**src/rtl/i2c_seq_pkg.sv**
```systemverilog
package i2c_seq_pkg;

    typedef enum logic [2:0] {
        SQ_IDLE,
        SQ_START,
        SQ_RSTART,
        SQ_STOP,
        SQ_TX,
        SQ_RX,
        SQ_ACK
    } seq_t;

    // register addresses
    localparam int A_CTRL = 0;
    localparam int A_STAT = 1;
    localparam int A_TXD  = 2;
    localparam int A_RXD  = 3;
    localparam int A_DIV  = 4;

    // control bits (index is also the command priority)
    localparam int B_START  = 0;
    localparam int B_RSTART = 1;
    localparam int B_STOP   = 2;
    localparam int B_RXGO   = 3;
    localparam int B_ACKGO  = 4;
    localparam int B_ACKVAL = 5;

    // status bits
    localparam int S_BUSY  = 0;
    localparam int S_ACKIN = 1;
    localparam int S_RXFUL = 2;
    localparam int S_WCOL  = 3;

endpackage

```
**src/rtl/i2c_halfbit_timer.sv**
```systemverilog
module i2c_halfbit_timer #(
    parameter int W = 8
) (
    input  logic         clk,
    input  logic         rst_n,
    input  logic         run,
    input  logic [W-1:0] div,
    output logic         tick
);
    logic [W-1:0] cnt;
    logic [W-1:0] lim;

    // a divider of zero is treated as one so every step spans two cycles
    assign lim  = (div == '0) ? W'(1) : div;
    assign tick = run && (cnt == lim);

    always_ff @(posedge clk or negedge rst_n) begin
        if (!rst_n)
            cnt <= '0;
        else if (!run || tick)
            cnt <= '0;
        else
            cnt <= cnt + 1'b1;
    end

    a_r12_tick_gap: assert property (@(posedge clk) disable iff (!rst_n)
        tick |=> !tick);

endmodule

```
**src/rtl/i2c_byte_shift.sv**
```systemverilog
module i2c_byte_shift #(
    parameter int W = 8
) (
    input  logic         clk,
    input  logic         rst_n,
    input  logic         load,
    input  logic [W-1:0] load_val,
    input  logic         shift,
    input  logic         in_bit,
    output logic [W-1:0] q
);
    always_ff @(posedge clk or negedge rst_n) begin
        if (!rst_n)
            q <= '0;
        else if (load)
            q <= load_val;
        else if (shift)
            q <= {q[W-2:0], in_bit};
    end
endmodule

```
**src/rtl/i2c_seq_master.sv**
```systemverilog
module i2c_seq_master
    import i2c_seq_pkg::*;
#(
    parameter int DW       = 8,
    parameter int AW       = 3,
    parameter int DIV_W    = 8,
    parameter int DIV_INIT = 4
) (
    input  logic          clk,
    input  logic          rst_n,
    input  logic          wr_en,
    input  logic [AW-1:0] wr_addr,
    input  logic [DW-1:0] wr_data,
    input  logic [AW-1:0] rd_addr,
    output logic [DW-1:0] rd_data,
    input  logic          sda_in,
    output logic          scl_drv_n,
    output logic          sda_drv_n
);
    localparam int STEP_W      = $clog2(2*DW + 3);
    localparam int TX_DATA_END = 2*DW;      // steps below this carry data bits
    localparam int TX_ACK_STEP = 2*DW + 1;  // SCL-high step of the ninth pulse
    localparam int TX_LAST     = 2*DW + 2;
    localparam int RX_LAST     = 2*DW;

    seq_t              state, cmd_pick;
    logic [STEP_W-1:0] step, last_step;
    logic              busy, tick, seq_done;
    logic              ctrl_wr, tx_wr, stat_wr, div_wr, go_any, clash;
    logic [DIV_W-1:0]  div_q;
    logic              ack_val, ack_in, rx_full, wcol, last_rx;
    logic [DW-1:0]     sh_q, rxd_q;
    logic              sh_load, sh_shift, sh_bit;
    logic              scl_nx, sda_nx, scl_q, sda_q;

    assign busy    = (state != SQ_IDLE);
    assign ctrl_wr = wr_en && (wr_addr == AW'(A_CTRL));
    assign stat_wr = wr_en && (wr_addr == AW'(A_STAT));
    assign tx_wr   = wr_en && (wr_addr == AW'(A_TXD));
    assign div_wr  = wr_en && (wr_addr == AW'(A_DIV));
    assign go_any  = |wr_data[B_ACKGO:B_START];
    assign clash   = busy && ((ctrl_wr && go_any) || tx_wr);

    i2c_halfbit_timer #(.W(DIV_W)) u_timer (
        .clk  (clk),
        .rst_n(rst_n),
        .run  (busy),
        .div  (div_q),
        .tick (tick)
    );

    assign sh_load  = !busy && tx_wr;
    assign sh_bit   = (state == SQ_RX) ? sda_in : 1'b1;
    assign sh_shift = tick && step[0] &&
                      (((state == SQ_TX) && (step < STEP_W'(TX_DATA_END))) || (state == SQ_RX));

    i2c_byte_shift #(.W(DW)) u_shift (
        .clk     (clk),
        .rst_n   (rst_n),
        .load    (sh_load),
        .load_val(wr_data),
        .shift   (sh_shift),
        .in_bit  (sh_bit),
        .q       (sh_q)
    );

    // command selection: lowest bit wins; acknowledge only after a receive
    always_comb begin
        if (wr_data[B_START])                   cmd_pick = SQ_START;
        else if (wr_data[B_RSTART])             cmd_pick = SQ_RSTART;
        else if (wr_data[B_STOP])               cmd_pick = SQ_STOP;
        else if (wr_data[B_RXGO])               cmd_pick = SQ_RX;
        else if (wr_data[B_ACKGO] && last_rx)   cmd_pick = SQ_ACK;
        else                                    cmd_pick = SQ_IDLE;
    end

    always_comb begin
        unique case (state)
            SQ_START:  last_step = STEP_W'(1);
            SQ_RSTART: last_step = STEP_W'(3);
            SQ_STOP:   last_step = STEP_W'(2);
            SQ_TX:     last_step = STEP_W'(TX_LAST);
            SQ_RX:     last_step = STEP_W'(RX_LAST);
            SQ_ACK:    last_step = STEP_W'(2);
            default:   last_step = '0;
        endcase
    end

    assign seq_done = tick && (step == last_step);

    // state register
    always_ff @(posedge clk or negedge rst_n) begin
        if (!rst_n) begin
            state <= SQ_IDLE;
            step  <= '0;
        end else if (!busy) begin
            step <= '0;
            if (tx_wr)
                state <= SQ_TX;
            else if (ctrl_wr)
                state <= cmd_pick;
        end else if (tick) begin
            if (seq_done) begin
                state <= SQ_IDLE;
                step  <= '0;
            end else begin
                step <= step + 1'b1;
            end
        end
    end

    // software-visible registers
    always_ff @(posedge clk or negedge rst_n) begin
        if (!rst_n) begin
            div_q   <= DIV_W'(DIV_INIT);
            ack_val <= 1'b0;
            ack_in  <= 1'b0;
            rx_full <= 1'b0;
            wcol    <= 1'b0;
            last_rx <= 1'b0;
            rxd_q   <= '0;
        end else begin
            if (ctrl_wr && !busy)
                ack_val <= wr_data[B_ACKVAL];
            if (div_wr && !busy)
                div_q <= DIV_W'(wr_data);
            if (clash)
                wcol <= 1'b1;
            else if (stat_wr)
                wcol <= 1'b0;
            if (!busy && (tx_wr || (ctrl_wr && cmd_pick == SQ_RX)))
                rx_full <= 1'b0;
            if (tick && (state == SQ_TX) && (step == STEP_W'(TX_ACK_STEP)))
                ack_in <= sda_in;
            if (seq_done) begin
                last_rx <= (state == SQ_RX);
                if (state == SQ_RX) begin
                    rxd_q   <= sh_q;
                    rx_full <= 1'b1;
                end
            end
        end
    end

    // line levels per state and step
    always_comb begin
        scl_nx = scl_q;
        sda_nx = sda_q;
        unique case (state)
            SQ_IDLE: ;
            SQ_START: begin
                scl_nx = (step == '0);
                sda_nx = 1'b0;
            end
            SQ_RSTART: begin
                scl_nx = (step == STEP_W'(1)) || (step == STEP_W'(2));
                sda_nx = (step < STEP_W'(2));
            end
            SQ_STOP: begin
                scl_nx = (step != '0);
                sda_nx = (step == STEP_W'(2));
            end
            SQ_TX: begin
                scl_nx = step[0];
                sda_nx = (step < STEP_W'(TX_DATA_END)) ? sh_q[DW-1] : 1'b1;
            end
            SQ_RX: begin
                scl_nx = step[0];
                sda_nx = 1'b1;
            end
            SQ_ACK: begin
                scl_nx = (step == STEP_W'(1));
                sda_nx = ack_val;
            end
            default: ;
        endcase
    end

    // output register: SDA waits one cycle whenever SCL is being pulled low
    always_ff @(posedge clk or negedge rst_n) begin
        if (!rst_n) begin
            scl_q <= 1'b1;
            sda_q <= 1'b1;
        end else begin
            scl_q <= scl_nx;
            sda_q <= (scl_q && !scl_nx) ? sda_q : sda_nx;
        end
    end

    assign scl_drv_n = scl_q;
    assign sda_drv_n = sda_q;

    always_comb begin
        rd_data = '0;
        case (rd_addr)
            AW'(A_CTRL): begin
                rd_data[B_START]  = (state == SQ_START);
                rd_data[B_RSTART] = (state == SQ_RSTART);
                rd_data[B_STOP]   = (state == SQ_STOP);
                rd_data[B_RXGO]   = (state == SQ_RX);
                rd_data[B_ACKGO]  = (state == SQ_ACK);
                rd_data[B_ACKVAL] = ack_val;
            end
            AW'(A_STAT): begin
                rd_data[S_BUSY]  = busy;
                rd_data[S_ACKIN] = ack_in;
                rd_data[S_RXFUL] = rx_full;
                rd_data[S_WCOL]  = wcol;
            end
            AW'(A_RXD): rd_data = rxd_q;
            AW'(A_DIV): rd_data = DW'(div_q);
            default: ;
        endcase
    end

    a_r5_sda_moves_scl_low: assert property (@(posedge clk) disable iff (!rst_n)
        ((($past(state) == SQ_TX) || ($past(state) == SQ_RX) || ($past(state) == SQ_ACK))
          && (sda_q != $past(sda_q))) |-> (!scl_q && !$past(scl_q)));

    a_r2_fall_only_in_start: assert property (@(posedge clk) disable iff (!rst_n)
        ($fell(sda_q) && scl_q && $past(scl_q)) |->
        (($past(state) == SQ_START) || ($past(state) == SQ_RSTART)));

    a_r3_rise_only_in_stop: assert property (@(posedge clk) disable iff (!rst_n)
        ($rose(sda_q) && scl_q && $past(scl_q)) |-> ($past(state) == SQ_STOP));

    a_r10_busy_write_ignored: assert property (@(posedge clk) disable iff (!rst_n)
        (busy && clash) |=> ((state == $past(state)) || (state == SQ_IDLE)));

endmodule

```
**config.mk**
```make
export PLATFORM = sky130hd
export DESIGN_NAME = i2c_seq_master
export DESIGN_NICKNAME = d
export VERILOG_FILES = /design/src/rtl/i2c_seq_pkg.sv /design/src/rtl/i2c_halfbit_timer.sv /design/src/rtl/i2c_byte_shift.sv /design/src/rtl/i2c_seq_master.sv
export SDC_FILE = /design/constraint.sdc
export NUM_CORES = 1
export LEC_CHECK = 0
export CORE_MARGIN = 1
export CORE_UTILIZATION = 35
export CTS_CLUSTER_SIZE = 25
export DETAILED_ROUTE_END_ITERATION = 10
export DONT_BUFFER_PORTS = 1
export PLACE_DENSITY = 0.6
export SLEW_MARGIN = 20
export SYNTH_ARGS = -nofsm -noshare
export SYNTH_HDL_FRONTEND = slang
export SYNTH_SLANG_ARGS = --single-unit
```
**constraint.sdc**
```tcl
create_clock -name clk -period 2.6 [get_ports clk]
set_clock_uncertainty 0.15 [all_clocks]
set_input_delay 0.26 -clock clk [delete_from_list [all_inputs] [get_ports clk]]
set_output_delay 0.26 -clock clk [all_outputs]
set_load 0.01 [all_outputs]
```
==> results.md, run 1 <==
Status:
- The run finished with clean final reports.

Setup path:
- The critical path data arrival time is 2.48 ns.
- The maximum fanout along the worst path is 24.
- The category of the worst setup path launch point is a register.
- At the worst endpoint, the required time is ~2.7 ns.
- The kind of critical path is register to register.
- Walking the worst path, the cells encountered are xor2_1 -> a2111oi_4 -> o2111ai_2 -> buf_4 -> nor4_2 -> mux2_2.
- For this design, the slowest cell found on the critical path is sky130_fd_sc_hd__dfrtp_1.
- For this run, the slowest stage of the critical path takes roughly 0.45 ns.
- The type of destination of the critical path is a register.

Pwr:
- Power spread over the standard cell area amounts to ~1000 nW/µm².
- The peak supply drop is between 300 and 400 µV.
- The analysis attributes to cell leakage a power of ~0.0013 µW.

Global routing:
- The initial antenna violation count is 0.
- The first-pass GRT wire length is roughly 12000 µm.
- Entering global routing, the biggest net connects 48 pins.
- The number of global-route vias before repair is around 2200.
- For this run, the total global-route usage over all layers was measured as between 10% and 20%.
- The total congestion overflow is 0.

Placement:
- The count of buffers added on input and output ports is 0.
- The placed instances occupy a cell area of between 2000 and 3000 µm².
- The placed instance count is between 300 and 400.
- The total half-perimeter wirelength after legalization and detailed placement is 5030 µm.
- The congestion estimate from routability-driven global placement came to around 0.86.

Yosys:
- The multiplexer fraction of the synthesized cell area is under 10%.
- The Yosys step of the flow raised 0 warnings.
- Summing every instance area after synthesis gives roughly 2700 µm².
- Of the total synthesized cell area, the portion taken by full adders, half adders and majority gates is 2.29%.
- The synthesized design spends more area on one cell type than any other, namely sky130_fd_sc_hd__dfrtp_1.
- The simple-gate portion of the synthesized area is 18.9%.
- When the netlist entered floorplanning its net count stood at 300.
- The post-synthesis xor/xnor area fraction is between 5 and 6%.
- In this run, synthesis produced a sequential element count of 47.
- The sequential share of the synthesized area is 43.3%.
- A synthesized cell averages between 9 and 10 µm².
- The dominant register cell in the synthesized netlist is sky130_fd_sc_hd__dfrtp_1.
- Synthesis handed over a netlist of 277 instances.
- The combinational family with the most area after synthesis is simple AND/OR/NAND/NOR gates.
- The synthesized netlist devotes a little under a fifth of its cell area to compound gates.
- The proportion of netlist area held by the largest area contributor is 40.4%.
- In this run, synthesis inferred 0 flip-flops with an integrated enable.
- For this run, asynchronously set or reset flops after synthesis account for between 90% and 100%.
- The count of different cell masters after synthesis is slightly below 50.
- After synthesis, the cell types taking the most area are sky130_fd_sc_hd__dfrtp_1 (40%), sky130_fd_sc_hd__mux2_2 (8.3%), sky130_fd_sc_hd__xor2_1 (4.2%).

Finish:
- After routing the design area is 3140 µm².
- The fraction of final layout cells with drive strength greater than 1 is 19.2%.
- The net total in the final layout is ~320.
- The layout overhead on the synthesized area is 15.3%.
- The non-filler instance count after layout is approximately 400.
- The number of antenna diodes is 0.
- Cells fill 42.4% of the core in the end.

Clock network:
- The H-tree depth reported by CTS is 2.
- The TritonCTS clock tree is built.
- The CTS root buffer is sky130_fd_sc_hd__clkbuf_8.
- Once the clock tree was built, the setup fixing pass inserted 0 buffers.
- The clock passes through at most 2 buffers.
- The clock-pin slew reported for the worst setup and hold paths after clock tree synthesis is approximately 0.10 ns.
- Counting the buffers created by CTS gives 5.
- The clock latency reported for the late side of the worst-skew pair is between 0.3 and 0.4 ns.
- The sink count of the clock tree is 47.

Timing:
- Setup repair after global routing left no endpoint under its margin.
- The number of max-slew violations in the final report is 0.
- Measured against its own limit, the worst slew margin works out to 59.3%.
- The final sum of negative setup slack is 0 ns.
- After layout, the worst path uses slightly above 90% of the clock period.
- Setup violations remaining at the end of the flow were counted as 0.
- Derived from the worst setup path, the maximum achievable clock frequency is a little over 0.4 GHz.
- Counting I/O delays and the setup requirement, the final critical path takes between 2 and 2.5 ns.
- The number of failing hold endpoints at the final stage is 0.
- The actual transition at the worst max-transition pin is between 0.6 and 0.7 ns.

Route:
- For this run, design rule violations remaining after detail routing come to 0.
- Dividing the detail-routed wire length by the instance count gives about 18 µm.
- The count of vias placed by the detailed router is about 2200.
- The detailed-router iteration count before antenna repair is 4.
- The first-iteration detailed-routing DRC count is between 100 and 150.
- After detailed routing, the number of vias per cell comes to approximately 5.7.
- The post-route antenna net violation count is 0.
- After detailed routing, the total wire length is 7050 µm.

Floorplanning:
- Row generation in the floorplan step produced 31 rows.
- The die is roughly 90 µm tall.
- The initial utilization of the core area, before any placement, comes to approximately 37%.
- The core area is ~7400 µm².
- The die footprint is between 8000 and 9000 µm².
- For this design the top-level I/O count stands at 28.
- The die is about 90 µm wide.

Worst hold path:
- The path class of the tightest hold or removal check is input port to register.

Flow run:
- The max-cap check violation count is 0.
[area by class of cell]
type,instances,area [µm²]
inverters,8,30.0
clock buffers,5,68.8
fillers,735,4260
flip-flops and latches,47,1180
repair buffers,24,228
well taps,99,124
clock inverters,3,28.8
multi-input cells,210,1490
[flip-flops by register name (all words and copies together) (netlist names)]
register / count
div_q: 8
wcol: 1
u_shift.q: 8
u_timer.cnt: 8
ack_in: 1
last_rx: 1
state: 3
rx_full: 1
sda_drv_n: 1
rxd_q: 8
step: 5
ack_val: 1
scl_drv_n: 1
[power by group]
| group | internal (µW) | switching, µW | leakage, µW |
|---|---|---|---|
| Combinational | 593 | 704 | 0.000674 |
| Clock | 204 | 294 | 0.0000511 |
| Sequential | 1010 | 332 | 0.000599 |
| Total | 1810 | 1330 | 0.00132 |
[repair_timing]
item | 4_1_cts | 5_1_grt
setup endpoints to repair | 0 | 1
endpoints found under the hold margin | 67 | 0
gates resized for setup | 0 | 2
hold buffers | 12 | 0
[worst paths after layout]
kind | start | end | slack, ns | depth (start not counted)
worst max-delay path | div_q[3] | ack_in | 0.17 | 6
worst min-delay path | wr_data[3] | rx_full | 0.01 | 2
worst max register to register | div_q[3] | ack_in | 0.17 | 6
worst min register to register | last_rx | last_rx | 0.36 | 2
max in group asynchronous | rst_n | div_q[2] | 1.72 | 2
min in group asynchronous | rst_n | div_q[5] | 0.31 | 2
[placed cells by master, fill, tap and decap left out, types with 3 or more instances in the layout]
master / netlist / routed
sky130_fd_sc_hd__clkbuf_8: 0 / 5
sky130_fd_sc_hd__o221a_2: 5 / 5
sky130_fd_sc_hd__and3_1: 6 / 6
sky130_fd_sc_hd__xnor2_1: 3 / 3
sky130_fd_sc_hd__mux2i_1: 3 / 3
sky130_fd_sc_hd__inv_1: 7 / 7
sky130_fd_sc_hd__o21ai_0: 15 / 15
sky130_fd_sc_hd__dfstp_2: 3 / 3
sky130_fd_sc_hd__o31ai_1: 3 / 3
sky130_fd_sc_hd__a21oi_1: 11 / 11
sky130_fd_sc_hd__nand2b_1: 3 / 3
sky130_fd_sc_hd__a31oi_1: 5 / 5
sky130_fd_sc_hd__nand3_1: 14 / 14
sky130_fd_sc_hd__a22o_1: 4 / 4
sky130_fd_sc_hd__xor2_1: 13 / 13
sky130_fd_sc_hd__nor3_1: 7 / 7
sky130_fd_sc_hd__dfrtp_1: 44 / 44
sky130_fd_sc_hd__nand3b_1: 3 / 3
sky130_fd_sc_hd__o22ai_1: 4 / 4
sky130_fd_sc_hd__or3_1: 7 / 7
sky130_fd_sc_hd__nor2_1: 22 / 22
sky130_fd_sc_hd__buf_4: 0 / 12
sky130_fd_sc_hd__mux2_2: 20 / 20
sky130_fd_sc_hd__ha_1: 5 / 5
sky130_fd_sc_hd__dlygate4sd3_1: 0 / 11
sky130_fd_sc_hd__nand2_1: 20 / 20
sky130_fd_sc_hd__nor2b_1: 7 / 7
[kinds of logic after synthesis]
| group | Yosys count |
|---|---|
| AOI/OAI and AO/OA | 67 |
| xor gates and xnor gates | 16 |
| adders and majority gates | 5 |
| buffers and inverters | 20 |
| DFF | 47 |
| muxes | 23 |
| and+or+nand+nor | 99 |
[worst max-delay path, delay by kind of cell (launching register included)]
family                    cells  cell delay [ns]
buffers and inverters         1             0.27
muxes                         1             0.36
and+or+nand+nor               1             0.30
AOI/OAI and AO/OA             2             0.59
xor gates and xnor gates      1             0.21
DFF                           1             0.45
[stage by stage]
stage | setup WS (ns) | hold slack (ns) | total power, µW
detailed placement | 0.104 | -0.184 | 2590
floorplan | 0.205 | -0.186 | 2200
finish | 0.173 | 0.0132 | 3140
CTS | 0.0862 | 0.00243 | 3130
global placement | 0.171 | -0.184 | 2560
global route | 0.0266 | 0.0202 | 3360
[synth_stat cells (6+ instances only)]
cell type and n:
sky130_fd_sc_hd__inv_1 7, sky130_fd_sc_hd__nor2_1 22, sky130_fd_sc_hd__nor2b_1 7, sky130_fd_sc_hd__mux2_2 20
sky130_fd_sc_hd__o21ai_0 15, sky130_fd_sc_hd__clkbuf_1 12, sky130_fd_sc_hd__and3_1 6, sky130_fd_sc_hd__dfrtp_1 44
sky130_fd_sc_hd__nand2_1 20, sky130_fd_sc_hd__or3_1 7, sky130_fd_sc_hd__nor3_1 7, sky130_fd_sc_hd__nand3_1 14
sky130_fd_sc_hd__xor2_1 13, sky130_fd_sc_hd__a21oi_1 11
[layer usage]
metal  GRT usage, %  vias up  part of all wire [%]
met5              0        -                     0
met4           6.32        0                   1.8
met3           3.62        7                   4.1
met2           27.4       48                    45
met1           25.7     1126                    49
li1               -     1068                     -
Note: power is estimated with default switching activity, not from simulation.
==> inputs of run 2 (changes only) <==
--- a/config.mk
+++ b/config.mk
@@ -5,6 +5,7 @@
 export SDC_FILE = /design/constraint.sdc
 export NUM_CORES = 1
 export LEC_CHECK = 0
+export ABC_AREA = 1
 export CORE_MARGIN = 1
 export CORE_UTILIZATION = 35
 export CTS_CLUSTER_SIZE = 25
==> constraint.sdc (replaced) <==
create_clock -name clk -period 2.4 [get_ports clk]
set_clock_uncertainty 0.15 [all_clocks]
set_input_delay 0.24 -clock clk [delete_from_list [all_inputs] [get_ports clk]]
set_output_delay 0.24 -clock clk [all_outputs]
set_load 0.01 [all_outputs]
==> run 2 against run 1 <==
The run now ends with negative hold slack left; final cell count rose by 30%; register-to-register slack improved by 0.09 ns; combinational power rose by 3%; core utilization fell by 1.7 points; largest cell class unchanged; largest power group unchanged.
==> results.md, run 2 <==
Global routing:
- The total congestion overflow is 0 (unchanged).
- The largest net degree at the start of global routing is 48 (unchanged).
- The first-pass GRT wire length is 12600 µm (+8.3%).
- The overall fraction of global-route tracks in use came to 19.0% (+0.91 points).
- The initial antenna violation count is 0 (unchanged).
- The number of global-route vias before repair is 2616 (+21%).

Setup path:
- The type of destination of the critical path is a register.
- The kind of critical path is register to register.
- The category of the worst setup path launch point is a register.
- The start of the worst register-to-register path is div_q[2].
- The path depth of the worst reg2reg path is 11 (+5).
- The worst-case register-to-register setup slack was 0.27 ns (+0.09 ns).
- The critical path data arrival time is 2.18 ns (-0.30 ns).
- In this run the critical register-to-register path is captured at step[3].
- The maximum fanout along the worst path was 14 (-42%).
- The worst endpoint required time came to 2.45 ns (-0.20 ns).

Yosys:
- The count of different cell masters after synthesis is 38 (-22%).
- The number of nets in the synthesized netlist is 424 (+41%).
- By area the synthesized netlist is led by sky130_fd_sc_hd__dfrtp_1 (39%), sky130_fd_sc_hd__nand2_1 (16%), sky130_fd_sc_hd__inv_1 (6.4%).
- The per-instance average area after synthesis is 7.12 µm² (-28%).
- The post-synthesis xor/xnor area fraction came to 2.10% (-3.0 points).
- The multiplexer fraction of the synthesized cell area is 0% (-9.4 points).
- Counting instances in the post-synthesis netlist gives the leading cell types as sky130_fd_sc_hd__nand2_1 (123), sky130_fd_sc_hd__inv_1 (49), sky130_fd_sc_hd__dfrtp_1 (44), sky130_fd_sc_hd__nor2_1 (44), sky130_fd_sc_hd__nand3_1 (36).
- The simple-gate portion of the synthesized area is 35.6% (+17 points).
- The post-synthesis async set-or-reset flop share is 100% (unchanged).
- By area, the combinational part of the netlist is dominated by simple AND/OR/NAND/NOR gates.
- The total of flip-flops plus latches after synthesis is 47 (unchanged).
- The share of the synthesized area in compound gates (AO/OA/AOI/OAI) came to 10.3% (-8.1 points).
- The cell with the most instances after synthesis is sky130_fd_sc_hd__nand2_1.
- The cell count after synthesis is 401 (+45%).
- The proportion of netlist area held by the largest area contributor is 38.6% (-1.8 points).
- The sequential share of the synthesized area was 41.3% (-1.9 points).
- The dominant register cell in the synthesized netlist is sky130_fd_sc_hd__dfrtp_1.
- The netlist area before placement is 2860 µm² (+4.7%).
- The synthesized-area fraction occupied by adder cells is 2.19% (-0.10 points).
- Of all cell types, the one taking the most synthesized area is sky130_fd_sc_hd__dfrtp_1.
- The count of flip-flops with a built-in enable after synthesis came to 0 (unchanged).
- The number of warning messages in the yosys log is 0 (unchanged).

Clock network:
- The CTS root buffer is sky130_fd_sc_hd__clkbuf_8.
- The number of gates resized after CTS is 0 (unchanged).
- The clock latency reported for the late side of the worst-skew pair was 0.32 ns (about the same).
- The worst-case clock buffer depth is 2 (unchanged).
- The sink count of the clock tree was 47 (unchanged).
- TritonCTS built the clock tree.
- The H-tree depth reported by CTS is 2 (unchanged).
- The count of hold-fix buffers inserted at cts came to 8 (-4).
- The CTS buffer count was 5 (unchanged).
- The clock-pin slew reported for the worst setup and hold paths after clock tree synthesis is 0.09 ns (about the same).
- The buffer count from post-CTS setup fixing is 0 (unchanged).

Timing:
- The number of endpoints failing setup at the final stage was 0 (unchanged).
- The number of max-slew violations in the final report came to 0 (unchanged).
- The worst slew margin relative to its limit came to 59.7% (+0.42 points).
- The share of the cycle needed by the critical path after routing came to 88.8% (-4.5 points).
- The number of failing hold endpoints at the final stage is 1 (+1).
- The tightest hold margin was -0.00361 ns (-0.0168 ns).
- Setup repair after global routing left no endpoint under its margin.
- The final period demand of the worst path is 2.13 ns (-0.295 ns).
- The maximum frequency from static timing analysis was 0.469 GHz (+14%).
- The final sum of negative setup slack came to 0 ns (unchanged).
- The setup slack of the critical path after layout is 0.268 ns (+0.0948 ns).
- The actual transition at the worst max-transition pin was 0.600 ns (-0.00622 ns).

Worst hold path:
- The number of instances on the worst hold path was 3 (+1).
- The launch point of the worst hold path is wr_addr[1].
- For hold timing, the worst endpoint is state[1].
- In this run the worst hold path is classified as input port to register.

Route:
- The detailed-router iteration count before antenna repair was 4 (unchanged).
- The final routed DRC violation total is 0 (unchanged).
- The via density per instance is 4.99 (-12%).
- The average routed wire per standard cell is 14.1 µm (-21%).
- The post-route antenna net violation count is 0 (unchanged).
- The first-iteration detailed-routing DRC count came to 203 (+60%).
- The total detailed-routing wirelength came to 7300 µm (+3.5%).
- The count of vias placed by the detailed router is 2573 (+14%).

Floorplanning:
- The die footprint is 8520 µm² (+4.6%).
- The number of placed I/O pins is 28 (unchanged).
- The starting density of the core came to 36.6% (-0.25 points).
- The height of the chip is 92.3 µm (+2.3%).
- The core area is 7810 µm² (+5.4%).
- The count of standard-cell rows is 32 (+3.2%).
- The die boundary width is 92.3 µm (+2.3%).

Status:
- The final reports fail on negative hold slack.
- The run finished, with violations left.

Placement:
- The number of buffers inserted by port buffering was 0 (unchanged).
- The total half-perimeter wirelength after legalization and detailed placement was 5620 µm (+12%).
- The setup slack after placement is 0.266 ns (+0.162 ns).
- The routability-driven placement congestion ratio was 0.930 (+8.2%).

Pwr:
- The peak supply drop came to 464 µV (+20%).
- The power per cell area is 1040 nW/µm² (+3.9%).
- The static leakage is 0.00159 µW (+20%).

Finish:
- The number of fill cells is 811 (+10%).
- The number of antenna diodes is 0 (unchanged).
- Leaving out fill and tap cells, the most frequent cells in the layout are sky130_fd_sc_hd__nand2_1 (123), sky130_fd_sc_hd__inv_1 (49), sky130_fd_sc_hd__nor2_1 (44), sky130_fd_sc_hd__dfrtp_1 (44), sky130_fd_sc_hd__nand3_1 (36).
- The net total in the final layout was 436 (+37%).
- The most frequent standard cell in the layout excluding fill and tap cells is sky130_fd_sc_hd__nand2_1.
- The layout overhead on the synthesized area is 11.3%.
- The fraction of final layout cells with drive strength greater than 1 was 8.21% (-11 points).

Flow run:
- The max-cap check violation count is 0 (unchanged).
## run 2: cell types whose count changed after synthesis, moves of 7 or more
cell	change
sky130_fd_sc_hd__nor2_1	+22
sky130_fd_sc_hd__o21ai_0	+8
sky130_fd_sc_hd__clkbuf_1	-9
sky130_fd_sc_hd__or3_1	-7
sky130_fd_sc_hd__nand4_1	+7
sky130_fd_sc_hd__inv_1	+42
sky130_fd_sc_hd__nand2_1	+103
sky130_fd_sc_hd__mux2_2	-20
sky130_fd_sc_hd__nor2b_1	-7
sky130_fd_sc_hd__xor2_1	-10
sky130_fd_sc_hd__nand3_1	+22
## run 2: worst max-delay path, stage by stage (launching register included)
cell and delay [ns]:
sky130_fd_sc_hd__dfstp_2 0.58, sky130_fd_sc_hd__inv_1 0.06, sky130_fd_sc_hd__nand2_1 0.05, sky130_fd_sc_hd__nand2_1 0.05, sky130_fd_sc_hd__nor2_1 0.09, sky130_fd_sc_hd__nand2_1 0.06, sky130_fd_sc_hd__nor2_1 0.15, sky130_fd_sc_hd__nand3_2 0.16
sky130_fd_sc_hd__nand2_1 0.37, sky130_fd_sc_hd__inv_1 0.15, sky130_fd_sc_hd__nand2_1 0.08, sky130_fd_sc_hd__o31ai_1 0.06
## run 2: through the flow
| step | area (µm²) | total power [µW] | cells | util (%) |
|---|---|---|---|---|
| final | 3180 | 3300 | 516 | 40.7 |
| after global routing | 3180 | 3590 | 516 | 40.7 |
| after CTS | 3180 | 3320 | 516 | 40.7 |
| after detailed placement | 2970 | 2680 | 500 | 38.0 |
| after global placement | 2970 | 2640 | 500 | 38.0 |
| after floorplan | 2860 | 2330 | 401 | - |
## run 2: how the worst max path moves through the flow
stage	startpoint	to	slack, ns	cells after the start
floorplan	div_q[2]	rxd_q[4]	0.57	12
global placement	div_q[2]	step[3]	0.28	11
detailed placement	div_q[2]	step[3]	0.27	11
CTS	div_q[2]	step[3]	0.25	11
global route	div_q[2]	step[3]	0.005	11
finish	div_q[2]	step[3]	0.27	11
## run 2: power breakdown
group	switching, µW	internal, µW
Combinational	868	470
Clock	299	314
Sequential	299	1050
Total	1470	1840
## run 2: layout make-up
cell class,instances,area (µm²),share of cell area [%]
clock buffer,5,68.8,2.16
inverter,52,195,6.14
multi-input combinational,295,1430,45.1
clock inverter,3,46.3,1.46
tap,102,128,4.01
sequential,47,1180,37.1
timing repair buffer,12,128,4.01
## run 2: cell families after synthesis
kind of cell             after synthesis
buffers and inverters                 59
flip-flops                            47
XOR/XNOR                               6
AO/OA/AOI/OAI                         49
AND/OR/NAND/NOR                      235
adder cells (fa/ha/maj)                5
## run 2: routing by layer
layer / wire length [µm] / vias to the layer above / global-route usage [%]
met5: 0 / - / 0
met4: 187 / 0 / 7.42
li1: - / 1317 / -
met1: 3320 / 1191 / 24.5
met3: 267 / 13 / 3.12
met2: 3520 / 52 / 31.9
==> inputs of run 3 (changes only) <==
--- a/config.mk
+++ b/config.mk
@@ -7,11 +7,11 @@
 export LEC_CHECK = 0
 export ABC_AREA = 1
 export CORE_MARGIN = 1
-export CORE_UTILIZATION = 35
+export CORE_UTILIZATION = 60
 export CTS_CLUSTER_SIZE = 25
 export DETAILED_ROUTE_END_ITERATION = 10
 export DONT_BUFFER_PORTS = 1
-export PLACE_DENSITY = 0.6
+export PLACE_DENSITY = 0.87
 export SLEW_MARGIN = 20
 export SYNTH_ARGS = -nofsm -noshare
 export SYNTH_HDL_FRONTEND = slang
==> run 3 against run 2 <==
The run still ends with negative hold slack left; register-to-register slack better by 0.03 ns; clock power decreased by 14%; combinational power about the same; routed wire length is 4.7% lower; die area decreased by 41%; core utilization rose by 29 points; first-iteration DRC count is 0.99% higher; non-clock buffer count increased by 4; largest cell class unchanged; largest power group is now combinational cells.
==> results.md, run 3 (same netlist as run 2, synthesis figures left out) <==
Status:
- The flow ran to the end, but the final reports show violations.
- The checks that failed: negative hold slack.

Finish:
- The layout overhead on the synthesized area is 9.95%.
- The area used by multi-input combinational logic is 1430 µm² (unchanged).
- The most frequent standard cell in the layout excluding fill and tap cells is sky130_fd_sc_hd__nand2_1.
- In the layout the commonest cells are sky130_fd_sc_hd__nand2_1 (123), sky130_fd_sc_hd__inv_1 (49), sky130_fd_sc_hd__nor2_1 (44), sky130_fd_sc_hd__dfrtp_1 (44), sky130_fd_sc_hd__nand3_1 (36).
- The net total in the final layout is 440 (+0.92%).
- The area used by sequential logic in the layout is 1180 µm² (unchanged).
- The number of fill cells is 373 (-54%).
- The fraction of final layout cells with drive strength greater than 1 is 8.13% (-0.079 points).
- The number of antenna diodes was 0 (unchanged).

Pwr:
- The power per cell area is 1030 nW/µm² (-1.3%).
- The power dissipated by switching net loads was 1480 µW (+0.60%).
- The share of power burned in the clock network is 16.4% (-2.2 points).
- The share of power burned in registers is 41.5% (+0.6 points).
- The static leakage was 0.00160 µW (+0.65%).
- The combinational group share of total power is 42.1% (+1.6 points).
- The internal power consumption is 1740 µW (-5.0%).
- The peak supply drop was 713 µV (+54%).
- The switching power as a share of total power is 45.8% (+1.4 points).

Setup path:
- The cell seen most often among critical-path stages is sky130_fd_sc_hd__nand2_1.
- The path depth of the worst reg2reg path came to 11 (unchanged).
- The cell at the slowest stage of the critical path is sky130_fd_sc_hd__dfstp_2.
- The largest stage delay on the critical path was 0.58 ns (about the same).
- The worst-case register-to-register setup slack was 0.30 ns (+0.03 ns).
- In this run the critical register-to-register path is launched from div_q[2].
- The critical path goes through inv_1 -> nand2_1 -> nand2_1 -> nor2_1 -> nand2_1 -> nor2_1 -> nand3_2 -> nand2_1 -> inv_1 -> nand2_1 -> o31ai_1.
- The kind of critical path is register to register.
- The worst setup path is captured at a register.
- The maximum fanout along the worst path is 14 (unchanged).
- The critical path data arrival time is 2.15 ns (-0.03 ns).
- STA classifies the critical path startpoint as a register.
- The worst endpoint required time is 2.45 ns (about the same).
- The end of the worst register-to-register path is step[3].

Global routing:
- The largest net degree at the start of global routing is 48 (unchanged).
- The initial antenna violation count is 0 (unchanged).
- The first-pass GRT wire length was 11900 µm (-5.2%).
- The total congestion overflow is 0 (unchanged).
- The number of global-route vias before repair is 2724 (+4.1%).
- The overall fraction of global-route tracks in use is 30.3% (+11 points).

Route:
- The via density per instance is 5.71 (+14%).
- The first-iteration detailed-routing DRC count is 205 (+0.99%).
- The count of vias placed by the detailed router is 2683 (+4.3%).
- The detailed-router iteration count before antenna repair is 6 (+2).
- The final routed DRC violation total is 0 (unchanged).
- The total detailed-routing wirelength is 6950 µm (-4.7%).
- The average routed wire per standard cell came to 14.8 µm (+4.6%).
- The post-route antenna net violation count was 0 (unchanged).

Clock network:
- The worst-case clock buffer depth came to 2 (unchanged).
- The number of gates resized after CTS is 0 (unchanged).
- The count of hold-fix buffers inserted at cts came to 12 (+4).
- The clock latency reported for the late side of the worst-skew pair was 0.32 ns (about the same).
- The root buffer cell chosen for the clock tree is sky130_fd_sc_hd__clkbuf_8.
- The buffer count from post-CTS setup fixing is 0 (unchanged).
- The CTS buffer count is 5 (unchanged).
- The TritonCTS clock tree is built.
- The clock-pin slew reported for the worst setup and hold paths after clock tree synthesis is 0.10 ns (about the same).
- The H-tree depth reported by CTS is 2 (unchanged).
- The sink count of the clock tree is 47 (unchanged).

Floorplanning:
- The die footprint is 5040 µm² (-41%).
- The height of the chip is 71.0 µm (-23%).
- The core area is 4470 µm² (-43%).
- The count of standard-cell rows is 24 (-25%).
- The starting density of the core came to 63.8% (+27 points).
- The die boundary width came to 71.0 µm (-23%).
- The number of placed I/O pins was 28 (unchanged).

Worst hold path:
- The path class of the tightest hold or removal check is input port to register.
- The launch point of the worst hold path is wr_data[3].
- The worst hold path endpoint is div_q[3].
- The number of instances on the worst hold path is 2 (-1).

Placement:
- The number of buffers inserted by port buffering is 0 (unchanged).
- The total half-perimeter wirelength after legalization and detailed placement is 5030 µm (-11%).
- The routability-driven placement congestion ratio is 0.918 (-1.3%).

Timing:
- The share of the cycle needed by the critical path after routing came to 87.4% (-1.4 points).
- The tightest hold margin is -0.00140 ns (+0.00221 ns).
- The number of failing hold endpoints at the final stage is 1 (unchanged).
- The maximum frequency from static timing analysis is 0.477 GHz (+1.6%).
- The actual transition at the worst max-transition pin is 0.576 ns (-0.0239 ns).
- The number of endpoints failing setup at the final stage is 0 (unchanged).
- The final sum of negative setup slack is 0 ns (unchanged).
- Setup repair after global routing left no endpoint under its margin.
- The final period demand of the worst path is 2.10 ns (-0.0344 ns).
- The worst slew margin relative to its limit is 61.6% (+1.9 points).
- The number of max-slew violations in the final report is 0 (unchanged).

Flow run:
- The max-cap check violation count came to 0 (unchanged).
[run 3: cell count changes in the layout (fill, tap and decap cells not counted)]
cell,previous run,this run
sky130_fd_sc_hd__clkinvlp_4,1,0
sky130_fd_sc_hd__inv_6,1,2
sky130_fd_sc_hd__inv_8,0,1
sky130_fd_sc_hd__dlygate4sd3_1,7,11
sky130_fd_sc_hd__bufinv_16,1,0
[run 3: final cells by class]
type	count	area share [%]
Clock inverter	3	0.917
Timing Repair Buffer	16	5.34
Multi-Input combinational cell	295	45.7
Clock buffer	5	2.19
Tap cell	52	2.07
Sequential cell	47	37.6
Inverter	52	6.22
[run 3: how the worst max path moves through the flow]
stage / startpoint / endpoint / slack [ns] / depth (start not counted)
floorplan: div_q[2] / rxd_q[4] / 0.57 / 12
global placement: div_q[2] / u_timer.cnt[4] / 0.43 / 11
detailed placement: div_q[2] / step[3] / 0.34 / 11
CTS: div_q[2] / state[0] / 0.32 / 11
global route: div_q[2] / step[4] / 0.12 / 11
finish: div_q[2] / step[3] / 0.30 / 11
[run 3: power groups by stage]
stage	sequential, µW	clock (µW)	combinational [µW]
floorplan	1240	0	1090
global placement	1330	0	1240
detailed placement	1340	0	1290
CTS	1320	528	1340
global route	1360	552	1570
finish	1330	528	1360
[run 3: through the flow]
step           instances  setup slack, ns  total power [µW]  utilization (%)  area (µm²)
2_1_floorplan        401            0.570              2330                -        2860
3_3_place_gp         450            0.434              2570             64.9        2900
3_5_place_dp         450            0.341              2630             64.9        2900
4_1_cts              470            0.322              3190             70.2        3140
5_1_grt              470            0.116              3490             70.2        3140
6_report             470            0.302              3220             70.2        3140
[run 3: worst max-delay path, delay by kind of cell (launching register included)]
kind                   cells  cell delay [ns]
AOI/OAI and AO/OA          1             0.06
DFF                        1             0.58
buffers and inverters      2             0.19
and+or+nand+nor            8             0.99
[run 3: metal layers]
metal | GRT usage, % | routed length, µm | part of all wire [%]
met5 | 0 | 0 | 0
met4 | 14.0 | 284 | 4.1
met3 | 5.27 | 428 | 6.2
met2 | 51.9 | 3320 | 48
met1 | 37.5 | 2920 | 42
